<file path="config.mk">
export PLATFORM = sky130hd
export DESIGN_NAME = nvcmd_unlock
export DESIGN_NICKNAME = d
export VERILOG_FILES = /design/src/rtl/nvcmd_pkg.sv /design/src/rtl/nvcmd_addr_match.sv /design/src/rtl/nvcmd_step_tracker.sv /design/src/rtl/nvcmd_cmd_out.sv /design/src/rtl/nvcmd_unlock.sv
export SDC_FILE = /design/constraint.sdc
export NUM_CORES = 1
export LEC_CHECK = 0
export BUFFER_PORTS_ARGS = -buffer_cell sky130_fd_sc_hd__clkbuf_2
export CORE_MARGIN = 2
export CORE_UTILIZATION = 42
export CTS_CLUSTER_SIZE = 40
export DETAILED_ROUTE_END_ITERATION = 8
export PLACE_DENSITY = 0.74
export REMOVE_ABC_BUFFERS = 1
export SYNTH_ARGS = -nofsm -noshare
export SYNTH_HDL_FRONTEND = slang
export SYNTH_HIERARCHICAL = 1
export SYNTH_SLANG_ARGS = --single-unit
</file>
<file path="constraint.sdc">
create_clock -name clk -period 2.09 [get_ports clk]
set_input_delay 0.418 -clock clk [delete_from_list [all_inputs] [get_ports clk]]
set_output_delay 0.418 -clock clk [all_outputs]
set_load 0.02 [all_outputs]
</file>
<file path="src/rtl/nvcmd_pkg.sv">
// Package: shared command codes and the fixed unlock address chain.
// Assumes addresses are compared only on a configurable middle slice;
// the constants below are full 16-bit values of which that slice is used.
package nvcmd_pkg;

    typedef enum logic [1:0] {
        CMD_NONE    = 2'd0,
        CMD_SAVE    = 2'd1,
        CMD_RESTORE = 2'd2,
        CMD_AS_OFF  = 2'd3
    } cmd_t;

    localparam int PREFIX_LEN = 5;
    localparam int TERM_CNT   = 3;

    localparam logic [15:0] TERM_SAVE    = 16'h8FC0;
    localparam logic [15:0] TERM_RESTORE = 16'h4C63;
    localparam logic [15:0] TERM_AS_OFF  = 16'h8B45;

    // Address expected at prefix position idx (0-based).
    function automatic logic [15:0] prefix_addr(input int idx);
        case (idx)
            0:       return 16'h4E38;
            1:       return 16'hB1C7;
            2:       return 16'h83E0;
            3:       return 16'h7C1F;
            default: return 16'h703F;
        endcase
    endfunction

    // Terminal address for terminal slot idx: 0 save, 1 restore, 2 autosave off.
    function automatic logic [15:0] term_addr(input int idx);
        case (idx)
            0:       return TERM_SAVE;
            1:       return TERM_RESTORE;
            default: return TERM_AS_OFF;
        endcase
    endfunction

    // Command issued for terminal slot idx.
    function automatic cmd_t term_cmd(input int idx);
        case (idx)
            0:       return CMD_SAVE;
            1:       return CMD_RESTORE;
            default: return CMD_AS_OFF;
        endcase
    endfunction

endpackage

</file>
<file path="src/rtl/nvcmd_addr_match.sv">
// Module: nvcmd_addr_match
// Compares the sampled address against every prefix step and every
// terminal address in parallel, looking only at bits CMP_HI..CMP_LO.
// Assumes CMP_HI < 16 and CMP_HI < ADDR_W. Purely combinational.
module nvcmd_addr_match
    import nvcmd_pkg::*;
#(
    parameter int ADDR_W = 17,
    parameter int CMP_HI = 14,
    parameter int CMP_LO = 2
) (
    input  logic [ADDR_W-1:0]     addr,
    output logic [PREFIX_LEN-1:0] pfx_hit,
    output logic [TERM_CNT-1:0]   term_hit
);
    localparam int SLICE_W = CMP_HI - CMP_LO + 1;

    logic [SLICE_W-1:0] slice;

    // Extract the compared address slice.
    always_comb slice = addr[CMP_HI:CMP_LO];

    genvar gp;
    generate
        for (gp = 0; gp < PREFIX_LEN; gp++) begin : g_pfx
            localparam logic [15:0] REF = prefix_addr(gp);
            // Hit flag for prefix position gp.
            always_comb pfx_hit[gp] = (slice == REF[CMP_HI:CMP_LO]);
        end
        for (gp = 0; gp < TERM_CNT; gp++) begin : g_term
            localparam logic [15:0] REF = term_addr(gp);
            // Hit flag for terminal slot gp.
            always_comb term_hit[gp] = (slice == REF[CMP_HI:CMP_LO]);
        end
    endgenerate

    // Terminal addresses are distinct, so at most one may hit.
    always_comb a_r10_term_exclusive: assert ($onehot0(term_hit))
        else $error("terminal matches not exclusive");

endmodule

</file>
<file path="src/rtl/nvcmd_step_tracker.sv">
// Module: nvcmd_step_tracker
// Holds the number of chain steps matched so far and decides, per
// accepted access, whether to advance, abort, restart or fire.
// Assumes 'take' is already masked by the busy input.
module nvcmd_step_tracker
    import nvcmd_pkg::*;
#(
    parameter int STEPS  = PREFIX_LEN,
    parameter int TERMS  = TERM_CNT
) (
    input  logic             clk,
    input  logic             rst_n,
    input  logic             take,
    input  logic             is_read,
    input  logic [STEPS-1:0] pfx_hit,
    input  logic [TERMS-1:0] term_hit,
    output logic [$clog2(STEPS+1)-1:0] step,
    output logic             fire,
    output cmd_t             fire_code
);
    localparam int SW = $clog2(STEPS+1);
    localparam logic [SW-1:0] LAST = SW'(STEPS);

    logic [SW-1:0] step_nx;
    logic          cur_hit;
    logic [SW-1:0] restart;
    logic          any_term;
    cmd_t          term_code;

    // Select the prefix hit for the current position.
    always_comb begin
        cur_hit = 1'b0;
        for (int i = 0; i < STEPS; i++) begin
            if (step == SW'(i)) cur_hit = pfx_hit[i];
        end
    end

    // Decode the matching terminal slot into a command code.
    always_comb begin
        any_term  = 1'b0;
        term_code = CMD_NONE;
        for (int i = 0; i < TERMS; i++) begin
            if (term_hit[i]) begin
                any_term  = 1'b1;
                term_code = term_cmd(i);
            end
        end
    end

    // After an abort by a read, the read may itself be step one.
    always_comb restart = pfx_hit[0] ? SW'(1) : '0;

    // Next chain position and command decision.
    always_comb begin
        step_nx   = step;
        fire      = 1'b0;
        fire_code = CMD_NONE;
        if (take) begin
            if (!is_read) begin
                step_nx = '0;
            end else if (step == LAST) begin
                if (any_term) begin
                    fire      = 1'b1;
                    fire_code = term_code;
                    step_nx   = '0;
                end else begin
                    step_nx = restart;
                end
            end else if (cur_hit) begin
                step_nx = step + SW'(1);
            end else begin
                step_nx = restart;
            end
        end
    end

    // Chain position register.
    always_ff @(posedge clk) begin
        if (!rst_n) step <= '0;
        else        step <= step_nx;
    end

    a_r1_step_range: assert property (@(posedge clk) disable iff (!rst_n)
        step <= LAST) else $error("step out of range");

    a_r6_write_clears: assert property (@(posedge clk) disable iff (!rst_n)
        (take && !is_read) |=> (step == '0)) else $error("write did not abort");

    a_r9_idle_hold: assert property (@(posedge clk) disable iff (!rst_n)
        !take |=> $stable(step)) else $error("step moved without access");

    a_r10_fire_idle: assert property (@(posedge clk) disable iff (!rst_n)
        fire |=> (step == '0)) else $error("not idle after command");

endmodule

</file>
<file path="src/rtl/nvcmd_cmd_out.sv">
// Module: nvcmd_cmd_out
// Registers the command decision into a one-cycle pulse and code.
// Assumes 'fire' never holds for two consecutive cycles.
module nvcmd_cmd_out
    import nvcmd_pkg::*;
(
    input  logic clk,
    input  logic rst_n,
    input  logic fire,
    input  cmd_t fire_code,
    output logic cmd_valid,
    output cmd_t cmd_code
);
    // Output pulse and code registers.
    always_ff @(posedge clk) begin
        if (!rst_n) begin
            cmd_valid <= 1'b0;
            cmd_code  <= CMD_NONE;
        end else begin
            cmd_valid <= fire;
            cmd_code  <= fire ? fire_code : CMD_NONE;
        end
    end

    a_r10_single_pulse: assert property (@(posedge clk) disable iff (!rst_n)
        cmd_valid |=> !cmd_valid) else $error("pulse longer than one cycle");

    a_r10_code_none: assert property (@(posedge clk) disable iff (!rst_n)
        !cmd_valid |-> (cmd_code == CMD_NONE)) else $error("code without pulse");

    a_r2_code_set: assert property (@(posedge clk) disable iff (!rst_n)
        cmd_valid |-> (cmd_code != CMD_NONE)) else $error("pulse without code");

endmodule

</file>
<file path="src/rtl/nvcmd_unlock.sv">
// Module: nvcmd_unlock (top)
// Detects the six-read unlock chain on a sampled SRAM-style bus and
// issues a one-cycle save / restore / autosave-disable command.
// Assumes one acc_valid strobe per completed access; accesses are
// ignored while nv_busy is high.
module nvcmd_unlock
    import nvcmd_pkg::*;
#(
    parameter int ADDR_W = 17,
    parameter int CMP_HI = 14,
    parameter int CMP_LO = 2
) (
    input  logic              clk,
    input  logic              rst_n,
    input  logic              acc_valid,
    input  logic              acc_we_n,
    input  logic [ADDR_W-1:0] acc_addr,
    input  logic              nv_busy,
    output logic              cmd_valid,
    output logic [1:0]        cmd_code
);
    localparam int SW = $clog2(PREFIX_LEN+1);

    logic [PREFIX_LEN-1:0] pfx_hit;
    logic [TERM_CNT-1:0]   term_hit;
    logic                  take;
    logic [SW-1:0]         step;
    logic                  fire;
    cmd_t                  fire_code;
    cmd_t                  code_q;

    // Accept an access only when the controller is not busy.
    always_comb take = acc_valid && !nv_busy;

    nvcmd_addr_match #(
        .ADDR_W (ADDR_W),
        .CMP_HI (CMP_HI),
        .CMP_LO (CMP_LO)
    ) u_match (
        .addr     (acc_addr),
        .pfx_hit  (pfx_hit),
        .term_hit (term_hit)
    );

    nvcmd_step_tracker #(
        .STEPS (PREFIX_LEN),
        .TERMS (TERM_CNT)
    ) u_track (
        .clk       (clk),
        .rst_n     (rst_n),
        .take      (take),
        .is_read   (acc_we_n),
        .pfx_hit   (pfx_hit),
        .term_hit  (term_hit),
        .step      (step),
        .fire      (fire),
        .fire_code (fire_code)
    );

    nvcmd_cmd_out u_out (
        .clk       (clk),
        .rst_n     (rst_n),
        .fire      (fire),
        .fire_code (fire_code),
        .cmd_valid (cmd_valid),
        .cmd_code  (code_q)
    );

    // Present the command code as a plain vector.
    always_comb cmd_code = code_q;

    a_r9_busy_hold: assert property (@(posedge clk) disable iff (!rst_n)
        nv_busy |=> $stable(step)) else $error("step moved while busy");

    a_r9_busy_no_cmd: assert property (@(posedge clk) disable iff (!rst_n)
        nv_busy |=> !cmd_valid) else $error("command while busy");

    a_r6_write_no_cmd: assert property (@(posedge clk) disable iff (!rst_n)
        (acc_valid && !acc_we_n) |=> !cmd_valid) else $error("command on write");

endmodule

</file>
Word level (Yosys, flattened, before mapping). Cells that the tools add are included.

Register bits after elaboration: 6. Input port bits: 22. Output and inout bits: 3. Word-level logic and storage cells: 41.

Add/subtract/negate cells: 1. Equal/unequal tests: 13. Multiplexer cells: 20. Reduce and logical (&&, ||, !) cells: 4.

Operators with widths (number): 13-bit == test, second input constant (4); 13-bit by 10-bit == test with 1-bit output, second input constant (2); 1-bit 2-to-1 mux (14); 13-bit by 12-bit == test with 1-bit output, second input constant (1); 13-bit by 8-bit == test with 1-bit output, second input constant (1); 3-bit 2-to-1 mux (4); 3-bit by 2-bit == test with 1-bit output, second input constant (2); 3-bit == test, second input constant (2); 6-bit AND reduction (1); 2-bit 2-to-1 mux (2); 3-bit by 1-bit adder with 3-bit output, second input constant (1); 3-bit by 1-bit == test with 1-bit output, second input constant (1); 3-bit zero test (1); 1-bit logical AND (1); 1-bit zero test (1).

Longest topological paths before layout. Gate-level depths: netlist of the first run.

Depth after elaboration: 9. Gate-level depth with buffers: 6. Gate-level depth less buffers: 6.

Modules after synthesis. The synthesis of the first run kept the hierarchy.

Modules (own cells, without submodules): nvcmd_step_tracker (times used 1, cells each 43, area an instance 331.6 um^2, sequential area each 60.1 um^2); nvcmd_addr_match (times used 1, cells each 25, area an instance 203.9 um^2, sequential area each 0.0 um^2); nvcmd_cmd_out (times used 1, cells each 6, area an instance 78.8 um^2, sequential area each 60.1 um^2); nvcmd_unlock (times used 1, cells each 1, area an instance 13.8 um^2, sequential area each 0.0 um^2).

Least setup slack after synthesis of the first run. OpenSTA, ideal clock, no wires.

Kind: input to register. Start point: input port acc_addr[2]. End point: register u_track.step[0]. Library setup time: 120 ps. Data arrival time: 2044 ps. Required time: 1970 ps. Setup slack: -74 ps. Cell stages on the path: 6. Buffers on the path: 0. Cell sequence: or4b_4 -> nor4_1 -> nand3b_1 -> a2111o_1 -> a21oi_1 -> nor3b_2.

Word-level cells in the longest chain between the ends: 9. Elaborated cells on any way between the ends: 21. Those cells by class: 8 x eq/ne; 13 x mux.

Ends and longest elaborated chain: start: declaration (line nvcmd_unlock.sv:17) `input logic [ADDR_W-1:0] acc_addr,`; 13-bit == test (*) (line nvcmd_addr_match.sv:28) `always_comb pfx_hit[gp] = (slice == REF[CMP_HI:CMP_LO]);`; via pfx_hit[0] (line nvcmd_unlock.sv:24) `logic [PREFIX_LEN-1:0] pfx_hit;`; 1-bit 2-to-1 mux (5 in a row) (line nvcmd_step_tracker.sv:34) `if (step == SW'(i)) cur_hit = pfx_hit[i];`; 3-bit 2-to-1 mux (line nvcmd_step_tracker.sv:69) `end else if (cur_hit) begin`; 3-bit 2-to-1 mux (*) (line nvcmd_step_tracker.sv:61) `end else if (step == LAST) begin`; 3-bit 2-to-1 mux (*) (line nvcmd_step_tracker.sv:59) `if (!is_read) begin`; end signal: assignment (line nvcmd_step_tracker.sv:80) `else step <= step_nx;`; end: declaration (line nvcmd_step_tracker.sv:17) `output logic [$clog2(STEPS+1)-1:0] step,`.

The timed path passes the listed nets; every way through them passes the cells marked *. A chain may end at the register's enable or synchronous reset.

Worst setup path in the final report of the first run.
Start point: input port acc_addr[3]. End point: register u_track.step[0].

Elaborated cells on any way between the ends: 21. Those cells by class: 8 x eq/ne; 13 x mux.

RTL lines (line): 13-bit by 12-bit == test with 1-bit output (nvcmd_addr_match.sv:28); via pfx_hit[1] (nvcmd_unlock.sv:24); 1-bit 2-to-1 mux (4 in a row) (nvcmd_step_tracker.sv:34); 3-bit 2-to-1 mux (nvcmd_step_tracker.sv:69); 3-bit 2-to-1 mux (nvcmd_step_tracker.sv:61); 3-bit 2-to-1 mux (nvcmd_step_tracker.sv:59).

The timed path passes the listed nets, and every way through them passes these cells.

==> results of run 1 <==
-- synthesized netlist by cell type --
| cell | number |
|---|---|
| nor4_1 | 7 |
| dfxtp_1 | 6 |
| and3_1 | 5 |
| ha_1 | 5 |
| nor2_1 | 5 |
| or4b_1 | 5 |
| inv_1 | 4 |
| nand2_1 | 4 |
| nand4b_1 | 4 |
| a21oi_1 | 3 |
| nor2b_1 | 3 |
| nand3_1 | 2 |
| nand3b_1 | 2 |
| nand4_1 | 2 |
| a2111o_1 | 1 |
| a211o_1 | 1 |
| a21o_1 | 1 |
| a22o_1 | 1 |
| a31oi_1 | 1 |
| a32o_1 | 1 |
| and2_1 | 1 |
| and2b_2 | 1 |
| nand2_2 | 1 |
| nand4bb_1 | 1 |
| nor2b_4 | 1 |
| nor3_1 | 1 |
| nor3b_2 | 1 |
| nor4_2 | 1 |
| or2_2 | 1 |
| or3_2 | 1 |
| or3b_2 | 1 |
| or4b_4 | 1 |
-- area by class of cell --
type	instances	area, um2
clock buffer	3	22.5
fill	111	485
multi-input combinational	65	505
timing repair buffer	31	183
sequential	6	120
inverter	4	15.0
tap	15	18.8
-- kinds of logic after synthesis --
| logic type | Yosys count | share of synthesized area, % |
|---|---|---|
| compound gates | 9 | 10.8 |
| simple gates | 51 | 57.8 |
| fa+ha+maj | 5 | 9.96 |
| flops | 6 | 19.1 |
| buf+inv | 4 | 2.39 |
-- worst min path at each step --
stage / from / to / slack, ps / depth (start not counted)
3_3_place_gp: u_track/step[1] / u_track/step[1] / 520 / 1
2_1_floorplan: u_track/step[1] / u_track/step[1] / 490 / 1
4_1_cts: rst_n / u_out/cmd_valid / 470 / 2
3_5_place_dp: u_track/step[1] / u_track/step[1] / 540 / 1
6_report: rst_n / u_out/cmd_valid / 480 / 2
5_1_grt: rst_n / u_out/cmd_valid / 490 / 2
-- metal layers --
layer  vias to the layer above  part of all wire, %
met1                       325                   41
met4                         0                  3.0
met2                        25                   50
met3                         6                  6.3
met5                         -                    0
li1                        369                    -
-- registers in the layout, indices dropped and copies added (netlist names) --
| name | count |
|---|---|
| u_track/step | 3 |
| u_out/cmd_code | 2 |
| u_out/cmd_valid | 1 |
-- per-stage QoR --
step | util [%] | setup slack (ps)
after floorplan | - | -73.7
final | 64.0 | 73.2
after global placement | 61.4 | -207
after detailed placement | 61.4 | -243
after CTS | 63.1 | 18.6
after global routing | 64.0 | 5.16
-- power by group through the flow --
stage	Sequential, uW	Clock (uW)	Combinational, uW
floorplan	117	0	18.6
global placement	117	0	56.5
detailed placement	117	0	59.5
CTS	115	109	59.9
global route	115	119	66.7
finish	115	103	61.2
==> results.md, run 1 <==
- Slew @ Worst Pin: 413 ps
- Number of synthesized register bits: 6
- Final Cycle Share: 96.5%
- WP depth: 7
- Worst Path Buf+Inv: 1
- CTS H-Tree Depth: 1
- Area contributors post-synth: dfxtp_1, ha_1, or4b_1
- Reg clk slew, reported paths: 40 ps
- Critical Path AT: 2150 ps
- Normalized max-slew margin: 72.2%
- Max VDD drop: 0.000280 V
- Run status: finished, final reports clean
- Layout net count: 138
- Yosys warnings: 6
- Crit path max-delay family: simple AND/OR/NAND/NOR gates
- Number of unique standard cell types used by synthesis: 32
- CP dominant cell by count: a21oi_1
- GR peak layer: met2
- Setup slack, reg-to-reg: 450 ps
- Total core area: 1350 um2
- Placed Instances: 121
- Most common cell after layout, fill and taps aside: clkbuf_2
- Fmax: 496 MHz
- Tmin final: 2020 ps
- Wire length of the first global-routing pass: 2620 um
- PortBufs: 20
- Total grt overflow: 0
- Internal: 212 uW
- Sequential-to-total area share from yosys stat: 19.1%
- Cell breakdown of the critical path: clkbuf_2 -> or4b_1 -> nor4_1 -> a21oi_1 -> a2111o_1 -> a21oi_1 -> nor3b_2
- Worst-case clock buffer depth: 2
- Setup TNS: 0 ps
- Clock root buffer: clkbuf_4
- Largest net degree at the start of global routing: 8
- Gr usage total: 18.9%
- Crit path kind: in -> reg
- Finished Layout Cells: 124
- Met3 usage: 7.66%
- Worst Setup SP: acc_addr[3]
- RSZ-0062 raised after global routing: no
- Setup Skew: 1.10 ps
- Area growth syn-to-layout: 37.6%
- Commonest cells after routing, fill and taps aside: clkbuf_2, buf_4, dfxtp_1
- Gpl congestion: 0.807
- Slew Viols, Final: 0
- Clock Sinks: 6
- Ports: 25
- Drt wl/cell: 12.8 um
- Site Rows: 13
- First DRT Iteration DRCs: 18
- Diodes inserted: 0
- Yosys top cell area share: 19.1%
- Initial Util: 46.5%
- Switching Power: 67.6 uW
- R2r endpoint: u_track/step[0]
- Slowest CP cell: or4b_1
- CTS Buf Count: 3
- Initial antenna violation count: 0
- Vias in the first global route: 661
- CTS tree: built
- Antenna-violating nets left: 0
- Worst skew pair latency: 240 ps
- Drt first pass iters: 4
- Critical Path Sink: u_track/step[0]
- Routing usage on met2: 34.2%
- Layout cells sized above 1: 41.3%
- Reg2Reg Depth: 6
- # hold bufs at CTS: 0
- Setup bufs post-CTS: 0
- Total die area: 1820 um2
- Final wirelength: 1590 um
- Chip height: 42.7 um
- Post-DP Area: 830 um2
- Comb pwr share: 21.9%
- Critical Path Fanout Max: 3
- Final hold slack: 475 ps
- Hold Fails Final Rpt: 0
- Max_cap viols: 0
- DRC violations left: 0
- Cell taking the most area after synthesis: dfxtp_1
- Flop pwr share: 41.1%
- Sw frac: 24.2%
- Post-DR vias/cell: 5.85
- Slowest stage delay, CP: 560 ps
- Finished Cell Area: 865 um2
- Startpoint Class: input pin
- Post-synthesis instance total: 75
- Clock group share of total power: 37.0%
- Final Setup Violations: 0
- PnR Total Power: 279 uW
- Die width: 42.7 um
- Quantity of gates resized following cts: 0
- Met1 usage: 18.8%
- Mapped Area: 628 um2
- CP Capture Type: register
- R2R Path Start: u_track/step[1]
- Syn Area/Cell: 8.37 um2
- DP HPWL: 1360 um
- Leak pwr: 0.000368 uW
- Pwr Density: 323 nW/um2
- Hold WC Path Type: in -> reg
- Routed via count: 725
- Worst Path Required: 2220 ps
Note: power is estimated with default switching activity, not from simulation.
==> run 2, diff against run 1 <==
--- a/config.mk
+++ b/config.mk
@@ -6,12 +6,14 @@
 export NUM_CORES = 1
 export LEC_CHECK = 0
 export BUFFER_PORTS_ARGS = -buffer_cell sky130_fd_sc_hd__clkbuf_2
+export CAP_MARGIN = 20
 export CORE_MARGIN = 2
 export CORE_UTILIZATION = 42
 export CTS_CLUSTER_SIZE = 40
 export DETAILED_ROUTE_END_ITERATION = 8
-export PLACE_DENSITY = 0.74
+export PLACE_DENSITY_LB_ADDON = 0.1
 export REMOVE_ABC_BUFFERS = 1
+export SKIP_CTS_REPAIR_TIMING = 1
 export SYNTH_ARGS = -nofsm -noshare
 export SYNTH_HDL_FRONTEND = slang
 export SYNTH_HIERARCHICAL = 1
==> results.md, run 2 (synthesis gave the netlist of run 1 again) <==
- Run status: finished, final reports clean
- Placed Instances: 119 (-1.7%)
- PnR Total Power: 279 uW (-0.23%)
- Normalized max-slew margin: 75.4% (+3.2 points)
- Layout cells sized above 1: 43.0% (+1.7 points)
- Most common cell after layout, fill and taps aside: clkbuf_2
- Worst Path Required: 2220 ps (about the same)
- Slew Viols, Final: 0 (unchanged)
- Clock group share of total power: 37.7% (+0.7 points)
- Cell breakdown of the critical path: clkbuf_2 -> or3b_2 -> nor4_2 -> and2b_2 -> a2111o_1 -> a21oi_2 -> nor3b_2
- Clock Sinks: 6 (unchanged)
- Layout net count: 136 (-1.4%)
- Largest regs: u_track/step (3), u_out/cmd_code (2), u_out/cmd_valid (1)
- Drt first pass iters: 4 (unchanged)
- FILL cells: 130 (+17%)
- Commonest cells after routing, fill and taps aside: clkbuf_2, buf_4, dfxtp_1
- Gpl congestion: 0.864 (+7.0%)
- Leak pwr: 0.000358 uW (-2.7%)
- Total grt overflow: 0 (unchanged)
- Final wirelength: 1630 um (+2.6%)
- CTS H-Tree Depth: 1 (unchanged)
- Critical Path AT: 2140 ps (about the same)
- Ports: 25 (unchanged)
- Area growth syn-to-layout: 37.8%
- CP Capture Type: register
- Finished Layout Cells: 122 (-1.6%)
- DP HPWL: 1250 um (-8.7%)
- Crit path kind: in -> reg
- Max_cap viols: 0 (unchanged)
- Final Cycle Share: 96.0% (-0.45 points)
- Worst Path Buf+Inv: 1 (unchanged)
- Initial Util: 46.5% (unchanged)
- Slew @ Worst Pin: 365 ps (-47.8 ps)
- Worst skew pair latency: 240 ps (about the same)
- Tmin final: 2010 ps (-9.43 ps)
- Wire length of the first global-routing pass: 2700 um (+3.1%)
- Largest register FFs: 3 (unchanged)
- Final hold slack: 496 ps (+20.7 ps)
- Critical Path Fanout Max: 5 (+2)
- PortBufs: 20 (unchanged)
- Hold Fails Final Rpt: 0 (unchanged)
- Vias in the first global route: 633 (-4.2%)
- Switching Power: 69.7 uW (+3.1%)
- Max VDD drop: 0.000296 V (+5.6%)
- Reg clk slew, reported paths: 40 ps (about the same)
- Internal: 209 uW (-1.3%)
- Fmax: 498 MHz (+0.47%)
- Most flop-heavy register: u_track/step
- Site Rows: 13 (unchanged)
- Initial antenna violation count: 0 (unchanged)
- Clock root buffer: clkbuf_4
- Die width: 42.7 um (unchanged)
- Setup Skew: 3.60 ps (+2.50 ps)
- Slowest stage delay, CP: 510 ps (-50 ps)
- Gr usage total: 19.2% (+0.32 points)
- Startpoint Class: input pin
- Hold WC Path Type: in -> reg
- Total die area: 1820 um2 (unchanged)
- Slowest CP cell: or3b_2
- Antenna-violating nets left: 0 (unchanged)
- Sw frac: 25.0% (+0.81 points)
- Pwr Density: 322 nW/um2 (-0.37%)
- Diodes inserted: 0 (unchanged)
- Flop pwr share: 41.2% (about the same)
- Area occupied by multi-input gates: 522 um2 (+3.2%)
- Chip height: 42.7 um (unchanged)
- First DRT Iteration DRCs: 14 (-4)
- CTS tree: built
- Post-DR vias/cell: 5.87 (+0.38%)
- Crit path max-delay family: simple AND/OR/NAND/NOR gates
- Storage element area: 120 um2 (unchanged)
- Comb pwr share: 21.1% (-0.8 points)
- CTS Buf Count: 3 (unchanged)
- Worst-case clock buffer depth: 2 (unchanged)
- Drt wl/cell: 13.4 um (+4.3%)
- DRC violations left: 0 (unchanged)
- Final Setup Violations: 0 (unchanged)
- Total core area: 1350 um2 (unchanged)
- Routed via count: 716 (-1.2%)
- Largest net degree at the start of global routing: 8 (unchanged)
-- run 2: final timing paths --
| path | endpoint | startpoint | depth (start not counted) | slack, ps |
|---|---|---|---|---|
| hold reg to reg | u_track/step[1] | u_track/step[1] | 1 | 550 |
| hold / removal | u_track/step[0] | rst_n | 3 | 500 |
| setup reg to reg | u_track/step[2] | u_track/step[0] | 6 | 460 |
| setup / recovery | u_track/step[0] | acc_addr[12] | 7 | 80 |
-- run 2: area by class of cell --
type                    instances  share of cell area (%)
inverters                       4                    1.73
clock buffers                   3                    2.60
well taps                      15                    2.17
repair buffers                 29                    19.4
multi-input cells              65                    60.3
flip-flops and latches          6                    13.9
-- run 2: per-stage QoR --
| stage | util [%] | setup slack, ps | setup TNS [ps] | instance area (um2) |
|---|---|---|---|---|
| after floorplan | - | -73.7 | -82.0 | 628 |
| after global placement | 60.3 | -225 | -554 | 815 |
| after detailed placement | 60.3 | -237 | -603 | 815 |
| after CTS | 62.0 | 17.9 | 0 | 837 |
| after global routing | 64.1 | -6.73 | -6.73 | 866 |
| final | 64.1 | 82.6 | 0 | 866 |
-- run 2: tightest hold or removal path: stages --
cell	delay, ps
clkbuf_2	130
nand3_1	100
nor3b_2	40
-- run 2: per-layer routing --
metal  vias up  track usage [%]  routed length (um)
met5         -                0                   0
met4         0             3.75                   0
li1        362                -                   -
met3         0             6.38                 101
met2        27             31.8                 802
met1       327             24.1                 729
-- run 2: power by group through the flow --
stage	Sequential, uW	Combinational (uW)	Clock, uW
6_report	115	58.7	105
5_1_grt	115	63.6	118
4_1_cts	115	55.4	110
3_5_place_dp	117	54.9	0
3_3_place_gp	117	53.8	0
2_1_floorplan	117	18.6	0
==> run 3, diff against run 2 <==
--- a/config.mk
+++ b/config.mk
@@ -7,10 +7,11 @@
 export LEC_CHECK = 0
 export BUFFER_PORTS_ARGS = -buffer_cell sky130_fd_sc_hd__clkbuf_2
 export CAP_MARGIN = 20
-export CORE_MARGIN = 2
-export CORE_UTILIZATION = 42
+export CORE_AREA = 5 5 42 44
 export CTS_CLUSTER_SIZE = 40
 export DETAILED_ROUTE_END_ITERATION = 8
+export DIE_AREA = 0 0 47 49
+export MAX_ROUTING_LAYER = met4
 export PLACE_DENSITY_LB_ADDON = 0.1
 export REMOVE_ABC_BUFFERS = 1
 export SKIP_CTS_REPAIR_TIMING = 1
==> constraint.sdc (replaced) <==
create_clock -name clk -period 2.5 [get_ports clk]
set_input_delay 0.5 -clock clk [delete_from_list [all_inputs] [get_ports clk]]
set_output_delay 0.5 -clock clk [all_outputs]
set_load 0.02 [all_outputs]
==> results.md, run 3 (synthesis gave the netlist of run 1 again) <==
- Run status: finished, final reports clean
- Hold Fails Final Rpt: 0 (unchanged)
- Normalized max-slew margin: 69.4% (-6.1 points)
- Hold path startpoint: u_track/step[1]
- Cell breakdown of the critical path: clkbuf_2 -> or4b_4 -> nor4_1 -> nand3b_1 -> a2111o_1 -> a21oi_1 -> nor3b_2
- Drt wl/cell: 12.8 um (-4.4%)
- Slowest stage delay, CP: 550 ps (+40 ps)
- Post-DR vias/cell: 5.86 (-0.12%)
- Gpl congestion: 0.847 (-1.9%)
- DP HPWL: 1240 um (-0.51%)
- Critical Path AT: 2290 ps (+150 ps)
- Hold WC Path Type: reg -> reg
- Crit path max-delay family: simple AND/OR/NAND/NOR gates
- Most common cell after layout, fill and taps aside: clkbuf_2
- Drt first pass iters: 4 (unchanged)
- Initial Util: 44.8% (-1.7 points)
- Crit path kind: in -> reg
- Most flop-heavy register: u_track/step
- Critical Path Fanout Max: 4 (-1)
- RSZ-0062 raised after global routing: no
- Largest regs: u_track/step (3), u_out/cmd_code (2), u_out/cmd_valid (1)
- R2R Path Start: u_track/step[1]
- Reg clk slew, reported paths: 40 ps (about the same)
- Worst Setup Slack, final: 335 ps (+252 ps)
- Largest register FFs: 3 (unchanged)
- CP Capture Type: register
- Worst skew pair latency: 230 ps (about the same)
- Startpoint Class: input pin
- CTS Buf Count: 3 (unchanged)
- Wire length of the first global-routing pass: 2520 um (-6.6%)
- Die width: 47 um (+10%)
- Worst Path Buf+Inv: 1 (unchanged)
- Worst Path Required: 2620 ps (+400 ps)
- Total die area: 2300 um2 (+26%)
- Total core area: 1400 um2 (+3.8%)
- First DRT Iteration DRCs: 21 (+7)
- Layout net count: 129 (-5.1%)
- Commonest cells after routing, fill and taps aside: clkbuf_2, nor4_1, dfxtp_1
- Fmax: 462 MHz
- Largest net degree at the start of global routing: 8 (unchanged)
- Leak pwr: 0.000325 uW (-9.2%)
- Final wirelength: 1490 um (-9.1%)
- PortBufs: 20 (unchanged)
- Max_cap viols: 0 (unchanged)
- Antenna-violating nets left: 0 (unchanged)
- Ports: 25 (unchanged)
- Setup Skew: 0.670 ps (-2.93 ps)
- Area growth syn-to-layout: 25.1%
- Clock root buffer: clkbuf_4
- Max VDD drop: 0.000284 V (-3.8%)
- Gr usage total: 14.8% (-4.4 points)
- Routed via count: 680 (-5.0%)
- FILL cells: 131 (+0.77%)
- Chip height: 49 um (+15%)
- Slew Viols, Final: 0 (unchanged)
- Slowest CP cell: or4b_4
- DRC violations left: 0 (unchanged)
- Initial antenna violation count: 0 (unchanged)
- DP Worst Slack: 90.0 ps (+327 ps)
- Final Setup Violations: 0 (unchanged)
- CTS H-Tree Depth: 1 (unchanged)
- Setup TNS: 0 ps (unchanged)
- Total grt overflow: 0 (unchanged)
- Tmin final: 2160 ps
- Worst Setup SP: acc_addr[2]
- Layout cells sized above 1: 34.0% (-9.0 points)
- Diodes inserted: 0 (unchanged)
- Final Cycle Share: 86.6%
- Worst-case clock buffer depth: 2 (unchanged)
- CTS tree: built
- Vias in the first global route: 643 (+1.6%)
- Site Rows: 14 (+1)
- Clock Sinks: 6 (unchanged)
- Slew @ Worst Pin: 455 ps (+90.4 ps)
- Pwr Density: 279 nW/um2 (-13%)
## run 3: cell count changes in the layout (fill, tap and decap cells not counted), sizes merged
cell and change:
buf -7
## run 3: power breakdown
part	internal [uW]	switching [uW]
Combinational	19.8	21.6
Sequential	96.2	0.000623
Clock	53.8	27.8
## run 3: per-layer routing
metal / up-vias / GRT usage [%] / share of wire, %
met5: - / - / 0
met4: 0 / 2.30 / 0
met3: 0 / 5.90 / 7.1
met2: 23 / 23.8 / 51
met1: 306 / 17.3 / 42
li1: 351 / - / -
## run 3: cell type report
type,instances,area (um2),area share (%)
Timing Repair Buffer,22,115,14.6
Tap cell,16,20.0,2.55
Sequential cell,6,120,15.3
Multi-Input combinational cell,65,493,62.7
Clock buffer,3,22.5,2.87
Inverter,4,15.0,1.91
## run 3: path summary, 6_finish.rpt
path	endpoint	slack, ps	cells past startpoint
worst min register to register	u_track/step[1]	550	1
worst max register to register	u_track/step[0]	860	6
worst max-delay path	u_track/step[0]	340	7
worst min-delay path	u_track/step[1]	550	1
## run 3: worst reg2reg max path: cells and delay by family (launching register included)
kind	cells	cell delay (ps)
compound gates	2	610
buf+inv	1	80
flops	1	380
simple gates	2	230
fa+ha+maj	1	230
## run 3: through the flow
| stage | utilization [%] | hold WS, ps | total power (uW) | cell area [um2] | instances |
|---|---|---|---|---|---|
| 4_1_cts | 56.1 | 555 | 224 | 786 | 116 |
| 5_1_grt | 56.1 | 587 | 235 | 786 | 116 |
| 3_3_place_gp | 54.5 | 542 | 137 | 763 | 113 |
| 2_1_floorplan | - | 494 | 113 | 628 | 75 |
| 6_report | 56.1 | 547 | 219 | 786 | 116 |
| 3_5_place_dp | 54.5 | 538 | 138 | 763 | 113 |
